--- src/rtl/lfsr_pd_pkg.sv ---
package lfsr_pd_pkg;
  typedef enum logic [1:0] {
    ST_IDLE = 2'd0,
    ST_LOAD = 2'd1,
    ST_RUN  = 2'd2,
    ST_DONE = 2'd3
  } pd_state_e;

  typedef enum logic {
    MODE_FIB = 1'b0,
    MODE_GAL = 1'b1
  } pd_mode_e;
endpackage

--- src/rtl/lfsr_pd_step.sv ---
module lfsr_pd_step #(
  parameter int W     = 16,
  parameter int LEN_W = 5
) (
  input  logic [LEN_W-1:0] len,
  input  logic [W-1:0]     taps,
  input  logic             mode,
  input  logic [W-1:0]     cur,
  output logic [W-1:0]     nxt
);
  logic [W-1:0] wmask;
  logic [W-1:0] top_bit;
  logic [W-1:0] shifted;
  logic [W-1:0] fib_nxt;
  logic [W-1:0] gal_nxt;
  logic         fb;

  for (genvar i = 0; i < W; i++) begin : g_mask
    assign wmask[i] = (len > LEN_W'(i));
  end

  always_comb begin
    top_bit = wmask ^ (wmask >> 1);
    shifted = (cur & wmask) >> 1;
    fb      = ^(cur & wmask & (taps | {{(W-1){1'b0}}, 1'b1}));
    fib_nxt = shifted | ({W{fb}} & top_bit);
    gal_nxt = shifted ^ ({W{cur[0]}} & taps);
    nxt     = ((mode == lfsr_pd_pkg::MODE_GAL) ? gal_nxt : fib_nxt) & wmask;
  end
endmodule

--- src/rtl/lfsr_pd_ctrl.sv ---
module lfsr_pd_ctrl
  import lfsr_pd_pkg::*;
(
  input  pd_state_e st,
  input  logic      start,
  input  logic      seed_zero,
  input  logic      hit,
  input  logic      limit,
  output pd_state_e st_nxt
);
  always_comb begin
    st_nxt = st;
    unique case (st)
      ST_IDLE: if (start) st_nxt = seed_zero ? ST_DONE : ST_LOAD;
      ST_LOAD: st_nxt = ST_RUN;
      ST_RUN:  if (hit || limit) st_nxt = ST_DONE;
      ST_DONE: st_nxt = ST_IDLE;
      default: st_nxt = ST_IDLE;
    endcase
  end
endmodule

--- src/rtl/lfsr_period_detect.sv ---
module lfsr_period_detect
  import lfsr_pd_pkg::*;
#(
  parameter int MAX_N = 16,
  localparam int W     = MAX_N,
  localparam int LEN_W = $clog2(MAX_N + 1),
  localparam int CNT_W = MAX_N + 1
) (
  input  logic             clk,
  input  logic             rst_n,
  input  logic             start_i,
  input  logic [LEN_W-1:0] len_i,
  input  logic [W-1:0]     taps_i,
  input  logic             mode_i,
  input  logic [W-1:0]     seed_i,
  output logic             busy_o,
  output logic             done_o,
  output logic             error_o,
  output logic             maximal_o,
  output logic [CNT_W-1:0] period_o,
  output logic [W-1:0]     final_o
);
  logic rst_meta, rst_sync_n;
  always_ff @(posedge clk or negedge rst_n) begin
    if (!rst_n) begin
      rst_meta   <= 1'b0;
      rst_sync_n <= 1'b0;
    end else begin
      rst_meta   <= 1'b1;
      rst_sync_n <= rst_meta;
    end
  end

  pd_state_e        st_q, st_d;
  logic [LEN_W-1:0] len_q;
  logic [W-1:0]     taps_q, seed_q, lfsr_q, step_nxt, in_mask;
  logic             mode_q;
  logic [CNT_W-1:0] cnt_q, cnt_inc, lim, full;
  logic [CNT_W-1:0] period_q;
  logic             max_q, err_q;
  logic [W-1:0]     fin_q;
  logic             cap_en, seed_zero, hit, limit, run_end, zero_start;

  for (genvar i = 0; i < W; i++) begin : g_in_mask
    assign in_mask[i] = (len_i > LEN_W'(i));
  end

  always_comb begin
    seed_zero  = ((seed_i & in_mask) == '0);
    cap_en     = (st_q == ST_IDLE) && start_i;
    zero_start = cap_en && seed_zero;
    cnt_inc    = cnt_q + CNT_W'(1);
    lim        = CNT_W'(1) << len_q;
    full       = lim - CNT_W'(1);
    hit        = (step_nxt == seed_q);
    limit      = (cnt_inc == lim);
    run_end    = (st_q == ST_RUN) && (hit || limit);
  end

  lfsr_pd_step #(.W(W), .LEN_W(LEN_W)) u_step (
    .len  (len_q),
    .taps (taps_q),
    .mode (mode_q),
    .cur  (lfsr_q),
    .nxt  (step_nxt)
  );

  lfsr_pd_ctrl u_ctrl (
    .st        (st_q),
    .start     (start_i),
    .seed_zero (seed_zero),
    .hit       (hit),
    .limit     (limit),
    .st_nxt    (st_d)
  );

  always_ff @(posedge clk or negedge rst_sync_n) begin
    if (!rst_sync_n) st_q <= ST_IDLE;
    else             st_q <= st_d;
  end

  always_ff @(posedge clk or negedge rst_sync_n) begin
    if (!rst_sync_n) begin
      len_q  <= '0;
      taps_q <= '0;
      mode_q <= 1'b0;
      seed_q <= '0;
    end else if (cap_en) begin
      len_q  <= len_i;
      taps_q <= taps_i;
      mode_q <= mode_i;
      seed_q <= seed_i & in_mask;
    end
  end

  always_ff @(posedge clk or negedge rst_sync_n) begin
    if (!rst_sync_n) begin
      lfsr_q <= '0;
      cnt_q  <= '0;
    end else if (st_q == ST_LOAD) begin
      lfsr_q <= seed_q;
      cnt_q  <= '0;
    end else if (st_q == ST_RUN) begin
      lfsr_q <= step_nxt;
      cnt_q  <= cnt_inc;
    end
  end

  always_ff @(posedge clk or negedge rst_sync_n) begin
    if (!rst_sync_n) begin
      period_q <= '0;
      max_q    <= 1'b0;
      err_q    <= 1'b0;
      fin_q    <= '0;
    end else if (zero_start) begin
      period_q <= '0;
      max_q    <= 1'b0;
      err_q    <= 1'b1;
      fin_q    <= '0;
    end else if (run_end) begin
      period_q <= hit ? cnt_inc : '0;
      max_q    <= hit && (cnt_inc == full);
      err_q    <= !hit;
      fin_q    <= step_nxt;
    end
  end

  assign busy_o    = (st_q == ST_LOAD) || (st_q == ST_RUN);
  assign done_o    = (st_q == ST_DONE);
  assign error_o   = err_q;
  assign maximal_o = max_q;
  assign period_o  = period_q;
  assign final_o   = fin_q;
endmodule

--- config.mk ---
export PLATFORM = sky130hd
export DESIGN_NAME = lfsr_period_detect
export DESIGN_NICKNAME = d
export VERILOG_FILES = /design/src/rtl/lfsr_pd_pkg.sv /design/src/rtl/lfsr_pd_step.sv /design/src/rtl/lfsr_pd_ctrl.sv /design/src/rtl/lfsr_period_detect.sv
export SDC_FILE = /design/constraint.sdc
export NUM_CORES = 1
export LEC_CHECK = 0
export ABC_AREA = 1
export BUFFER_PORTS_ARGS = -buffer_cell sky130_fd_sc_hd__buf_4
export CAP_MARGIN = 20
export CORE_ASPECT_RATIO = 2
export CORE_UTILIZATION = 45
export CTS_CLUSTER_DIAMETER = 200
export DETAILED_ROUTE_END_ITERATION = 10
export PLACE_DENSITY = 0.72
export SLEW_MARGIN = 20
export SYNTH_ARGS = -nofsm -noshare
export SYNTH_HDL_FRONTEND = slang
export SYNTH_SLANG_ARGS = --single-unit
--- constraint.sdc ---
create_clock -name clk -period 8.2 [get_ports clk]
set_input_delay 1.64 -clock clk [delete_from_list [all_inputs] [get_ports clk]]
set_output_delay 1.64 -clock clk [all_outputs]
set_load 0.005 [all_outputs]
==> metrics.txt, run 1 <==
EDFF count, synth=0; Placer Congestion=1.05; slew margin rel.=34.7%; most frequent cells in the layout=nand2_1 (339), inv_1 (126), dfrtp_1 (109); DRC violations left=0; worst hold path type=reg2reg; Max Root-Sink Buffers=2; final hold vios=0; Worst-Skew Late Latency=360 ps; GRT busiest layer=met2; WP data arrival=4400 ps; WL per Instance=17.6 um; measured slew at the worst slew-check pin=979 ps; Synth Area per Inst=6.89 um^2; DR iter-0 viols=442; critical path's top delay family=simple AND/OR/NAND/NOR gates; max-cap violations=0; GR Util met3=4.26%; first-pass GRT wire length=37.1 mm; required time of the worst setup path=8450 ps; setup TNS=0 ps; Max Fclk=240 MHz; worst path bufs/invs=5; Post-CTS Setup Bufs=0; VDD IR max=0.154 mV; FF-to-FF setup slack=4060 ps; worst hold margin=357 ps; post-synthesis cell count=1077; Vias/cell=5.55; YS warnings=0; distinct cell type count after synthesis=40; Rows=66; CTS tree=done; ys flop type=dfrtp_1; Detailed Route WL=23.5 mm; syn nets=1125; fraction of layout cells with a size suffix above 1=13.5%; CTS Sinks=110; Final ANT Viol Nets=0; DP Wirelength=18.3 mm; gr usage total=28.8%; H-tree depth=3; Area growth syn-to-layout=12.9%; pwr/cell area=417 nW/um^2; DRT Pass-1 Iters=7; routed vias=7420; RSZ-0062 raised after global routing=no; Antenna Cells=0; status=complete, no violations; Clock Skew=10.4 ps; asr flop ratio synth=100%; Hold Buf Count CTS=0; CTS Buf Count=9; root buf cell=clkbuf_16; Slowest-stage cell, CP=or4_1; Initial Util=45.9%; grt ovf=0; Final Setup Violations=0; Core Box Area=16200 um^2; critical path class=in2reg; minimum clock period=4160 ps; largest net degree at the start of global routing=57; sequential area share after synthesis=37.1%; vias in the first global route=7267; Slew Limit Fails=0; # nets final=1175; Port Buffers=77; endpoint type of the worst setup path=flop; Total Power=3.49 mW; largest stage delay on the critical path=610 ps; met1 GRT Util=27.8%; initial antenna violation count=0; CP max FO=54; full die area=17000 um^2; Yosys reg bits=110; worst-path cell chain=buf_4, nor2_1, inv_1, nor2_1, inv_1, o211ai_1, nand4_1, or4_1, nor2_1, inv_2, nand4_1, inv_1, nand2_1, nand2_1; Leak Pwr=4.52 nW; cell area after synthesis=7420 um^2; CTS resizes=0; commonest non-fill, non-tap cell in the layout=nand2_1; Setup crit start kind=primary input; Die H=184 um; fin crit share=50.7%; Worst-path clk slew=70 ps; GR met2 Demand/Resource=53.5%; die width=92.8 um; io pins=78
[logic make-up after synthesis]
logic type | count (synthesis) | synth area share, %
flip-flops | 110 | 37.1
AO/OA/AOI/OAI | 143 | 10.6
other | 1 | 0.0505
XOR/XNOR | 30 | 3.54
AND/OR/NAND/NOR | 608 | 37.7
adder cells (fa/ha/maj) | 7 | 1.18
buffers and inverters | 178 | 9.89
[area by class of cell]
class / instances / area (um^2)
fillers: 1739 / 7800
flip-flops and latches: 110 / 2760
inverters: 137 / 514
repair buffers: 80 / 601
well taps: 204 / 255
clock inverters: 5 / 82.6
clock buffers: 11 / 233
multi-input cells: 789 / 3940
[path summary, 6_finish.rpt]
path,startpoint,end,cells past startpoint
worst max-delay path,len_i[4],period_o[12]$_DFFE_PN0P_,14
max in group asynchronous,rst_sync_n$_DFF_PN0_,final_o[11]$_DFFE_PN0P_,1
min in group asynchronous,rst_sync_n$_DFF_PN0_,taps_q[3]$_DFFE_PN0P_,0
worst max register to register,len_q[4]$_DFFE_PN0P_,period_o[11]$_DFFE_PN0P_,25
worst min-delay path,rst_meta$_DFF_PN0_,rst_sync_n$_DFF_PN0_,0
worst min register to register,rst_meta$_DFF_PN0_,rst_sync_n$_DFF_PN0_,0
[through the flow]
step | cell area (um^2) | worst slack (ps) | std cells | util (%)
after floorplan | 7420 | 4460 | 1077 | -
after global placement | 8060 | 3750 | 1320 | 49.8
after detailed placement | 8060 | 3680 | 1320 | 49.8
after CTS | 8380 | 4060 | 1336 | 51.8
after global routing | 8380 | 3710 | 1336 | 51.8
final | 8380 | 4040 | 1336 | 51.8
[report_power, final]
group / switching, mW / internal (mW)
combinational: 1.40 / 0.628
sequential: 0.259 / 0.736
clock: 0.204 / 0.269
[registers in the layout, indices dropped and copies added, names as in the netlist]
register / flops
rst_sync_n: 1
cnt_q: 17
maximal_o: 1
taps_q: 16
error_o: 1
period_o: 17
seed_q: 16
st_q: 2
rst_meta: 1
len_q: 5
mode_q: 1
final_o: 16
lfsr_q: 16
[per-layer routing]
metal / share of wire, % / wire, um
met1: 34 / 7950
met3: 3.7 / 878
met2: 54 / 12700
met4: 8.4 / 1970
met5: 0 / 0
[Yosys cell counts (12+ instances only)]
cell	number	area, um^2
xnor2_1	14	123
o22ai_1	14	87.6
clkbuf_1	25	93.8
a21oi_1	30	150
inv_1	126	473
nand4_1	42	263
nand3_1	99	495
xor2_1	16	140
o21ai_0	80	400
dfrtp_1	110	2750
nand3_2	19	190
nor2_1	64	240
nand2_2	12	75.1
nand2_1	339	1270
[worst register-to-register path: stages (launching register included)]
cell	delay (ps)
dfrtp_1	730
inv_2	220
nand2_4	160
nand2_1	160
nand2_2	160
nand3_2	80
nand2_1	70
nand2_1	100
nand2_1	80
nand2_1	90
nand2_1	70
nand2_1	50
nand2_2	270
nand3_1	160
nand2_1	120
nand2_1	70
nand2_1	60
nand2_1	50
nor2_1	210
nand2_1	130
nor2_2	180
nand2_4	120
nand2_8	150
nand2_4	270
nand3_1	180
nand2_1	70
Power figures use the tool's default switching activity.
==> run 2: changes to the inputs <==
- clock period: 8.2 -> 4.01 ns (I/O delays scaled with it)
==> metrics.txt, run 2 (same netlist as run 1, synthesis figures left out) <==
status=complete, no violations; full die area=17000 um^2 (unchanged); Initial Util=45.9% (unchanged); CP max FO=35 (-35%); # nets final=1196 (+1.8%); Port Buffers=77 (unchanged); worst hold path type=in2async; Setup WS pre-CTS=343 ps (-3340 ps); Area growth syn-to-layout=15.5%; final worst slack=355 ps (-3690 ps); Antenna Cells=0 (unchanged); Max Root-Sink Buffers=2 (unchanged); Placer Congestion=1.05 (about the same); final hold vios=0 (unchanged); Die H=184 um (unchanged); H-tree depth=3 (unchanged); critical path class=reg2reg; worst path bufs/invs=3 (-2); slew margin rel.=45.8% (+11 points); DP Cell Count=1338 (+1.4%); CTS Buf Count=9 (unchanged); vias in the first global route=7467 (+2.8%); pwr/cell area=863 nW/um^2 (+110%); VDD IR max=0.367 mV (+140%); Final ANT Viol Nets=0 (unchanged); required time of the worst setup path=4270 ps (-4180 ps); root buf cell=clkbuf_16; CTS Sinks=110 (unchanged); Worst-Skew Late Latency=370 ps (about the same); routed vias=7421 (+0.013%); most used cell, CP=nand2_1; Slowest-stage cell, CP=dfrtp_1; met3 WL=1.12 mm (+28%); Finished Layout Cells=1357 (+1.6%); gr usage total=31.5% (+2.7 points); worst hold margin=207 ps (-151 ps); DRT Pass-1 Iters=5 (-2); Placed Area=8220 um^2 (+2.0%); initial antenna violation count=0 (unchanged); post-layout util=53.0% (+1.2 points); Setup crit start kind=flop; footprint of the multi-input gates=3940 um^2 (about the same); largest stage delay on the critical path=490 ps (-120 ps); top sig layer=met4; Detailed Route WL=25.3 mm (+8.0%); Max Fclk=274 MHz; Final Setup Violations=0 (unchanged); grt ovf=0 (unchanged); DRT met1 WL=8.61 mm (+8.3%); endpoint type of the worst setup path=flop; DRC violations left=0 (unchanged); DP Wirelength=19.7 mm (+7.6%); DR iter-0 viols=400 (-9.5%); Reg area=2760 um^2 (about the same); wire length on met2=13.2 mm (+4.0%); die width=92.8 um (unchanged); io pins=78 (unchanged); RSZ-0062 raised after global routing=no; WL per Instance=18.7 um (+6.4%); measured slew at the worst slew-check pin=813 ps (-166 ps); # fillers=1662 (-4.4%); fraction of layout cells with a size suffix above 1=15.1% (+1.6 points); Rows=66 (unchanged); minimum clock period=3650 ps; Vias/cell=5.47 (-1.5%); Clock Skew=10.3 ps (-0.0378 ps); max-cap violations=0 (unchanged); largest net degree at the start of global routing=53 (-7.0%); setup TNS=0 ps (unchanged); first-pass GRT wire length=39.6 mm (+6.9%); Slew Limit Fails=0 (unchanged); critical path's top delay family=simple AND/OR/NAND/NOR gates; design area=8570 um^2 (+2.3%); CTS tree=done; Total Power=7.40 mW (+110%); Core Box Area=16200 um^2 (unchanged); fin crit share=91.1%; commonest non-fill, non-tap cell in the layout=nand2_1; Hold Buf Count CTS=0 (unchanged); Leak Pwr=4.64 nW (+2.6%); most frequent cells in the layout=nand2_1 (339), inv_1 (126), dfrtp_1 (108); WP data arrival=3910 ps (-490 ps); Worst-path clk slew=70 ps (about the same)
==> run 2: cell type report <==
cell class | instances | area share, %
clock buffer | 11 | 2.71
tap | 204 | 2.98
multi-input combinational | 789 | 45.9
clock inverter | 5 | 0.963
inverter | 137 | 6.00
sequential | 110 | 32.2
timing repair buffer | 101 | 9.28
==> run 2: timing repair <==
item                       CTS  global route
gates resized for setup      0             1
setup endpoints to repair    0            35
setup buffers                0             3
==> run 2: final timing paths <==
kind                       depth (start not counted)                endpoint                 start  slack [ps]
min in group clk                                   0    rst_sync_n$_DFF_PN0_    rst_meta$_DFF_PN0_         350
max in group asynchronous                          1     st_q[0]$_DFFE_PN0P_  rst_sync_n$_DFF_PN0_        2780
hold reg to reg                                    0   taps_q[7]$_DFFE_PN0P_  rst_sync_n$_DFF_PN0_         300
setup reg to reg                                  25  final_o[8]$_DFFE_PN0P_  len_q[3]$_DFFE_PN0P_         360
setup / recovery                                  25  final_o[8]$_DFFE_PN0P_  len_q[3]$_DFFE_PN0P_         360
hold / removal                                     1    rst_sync_n$_DFF_PN0_                 rst_n         210
==> run 2: per-layer routing <==
layer  up-vias  track usage [%]
met5         -                0
met4         0             26.6
met3       101             6.45
met2       204             55.9
met1      3480             30.4
li1       3636                -
==> run 2: where the power goes <==
part / switching [mW] / total, mW / internal (mW) / leakage, nW
Clock: 0.432 / 0.983 / 0.551 / 0.154
Sequential: 0.461 / 1.97 / 1.51 / 1.44
Combinational: 3.00 / 4.44 / 1.44 / 3.04
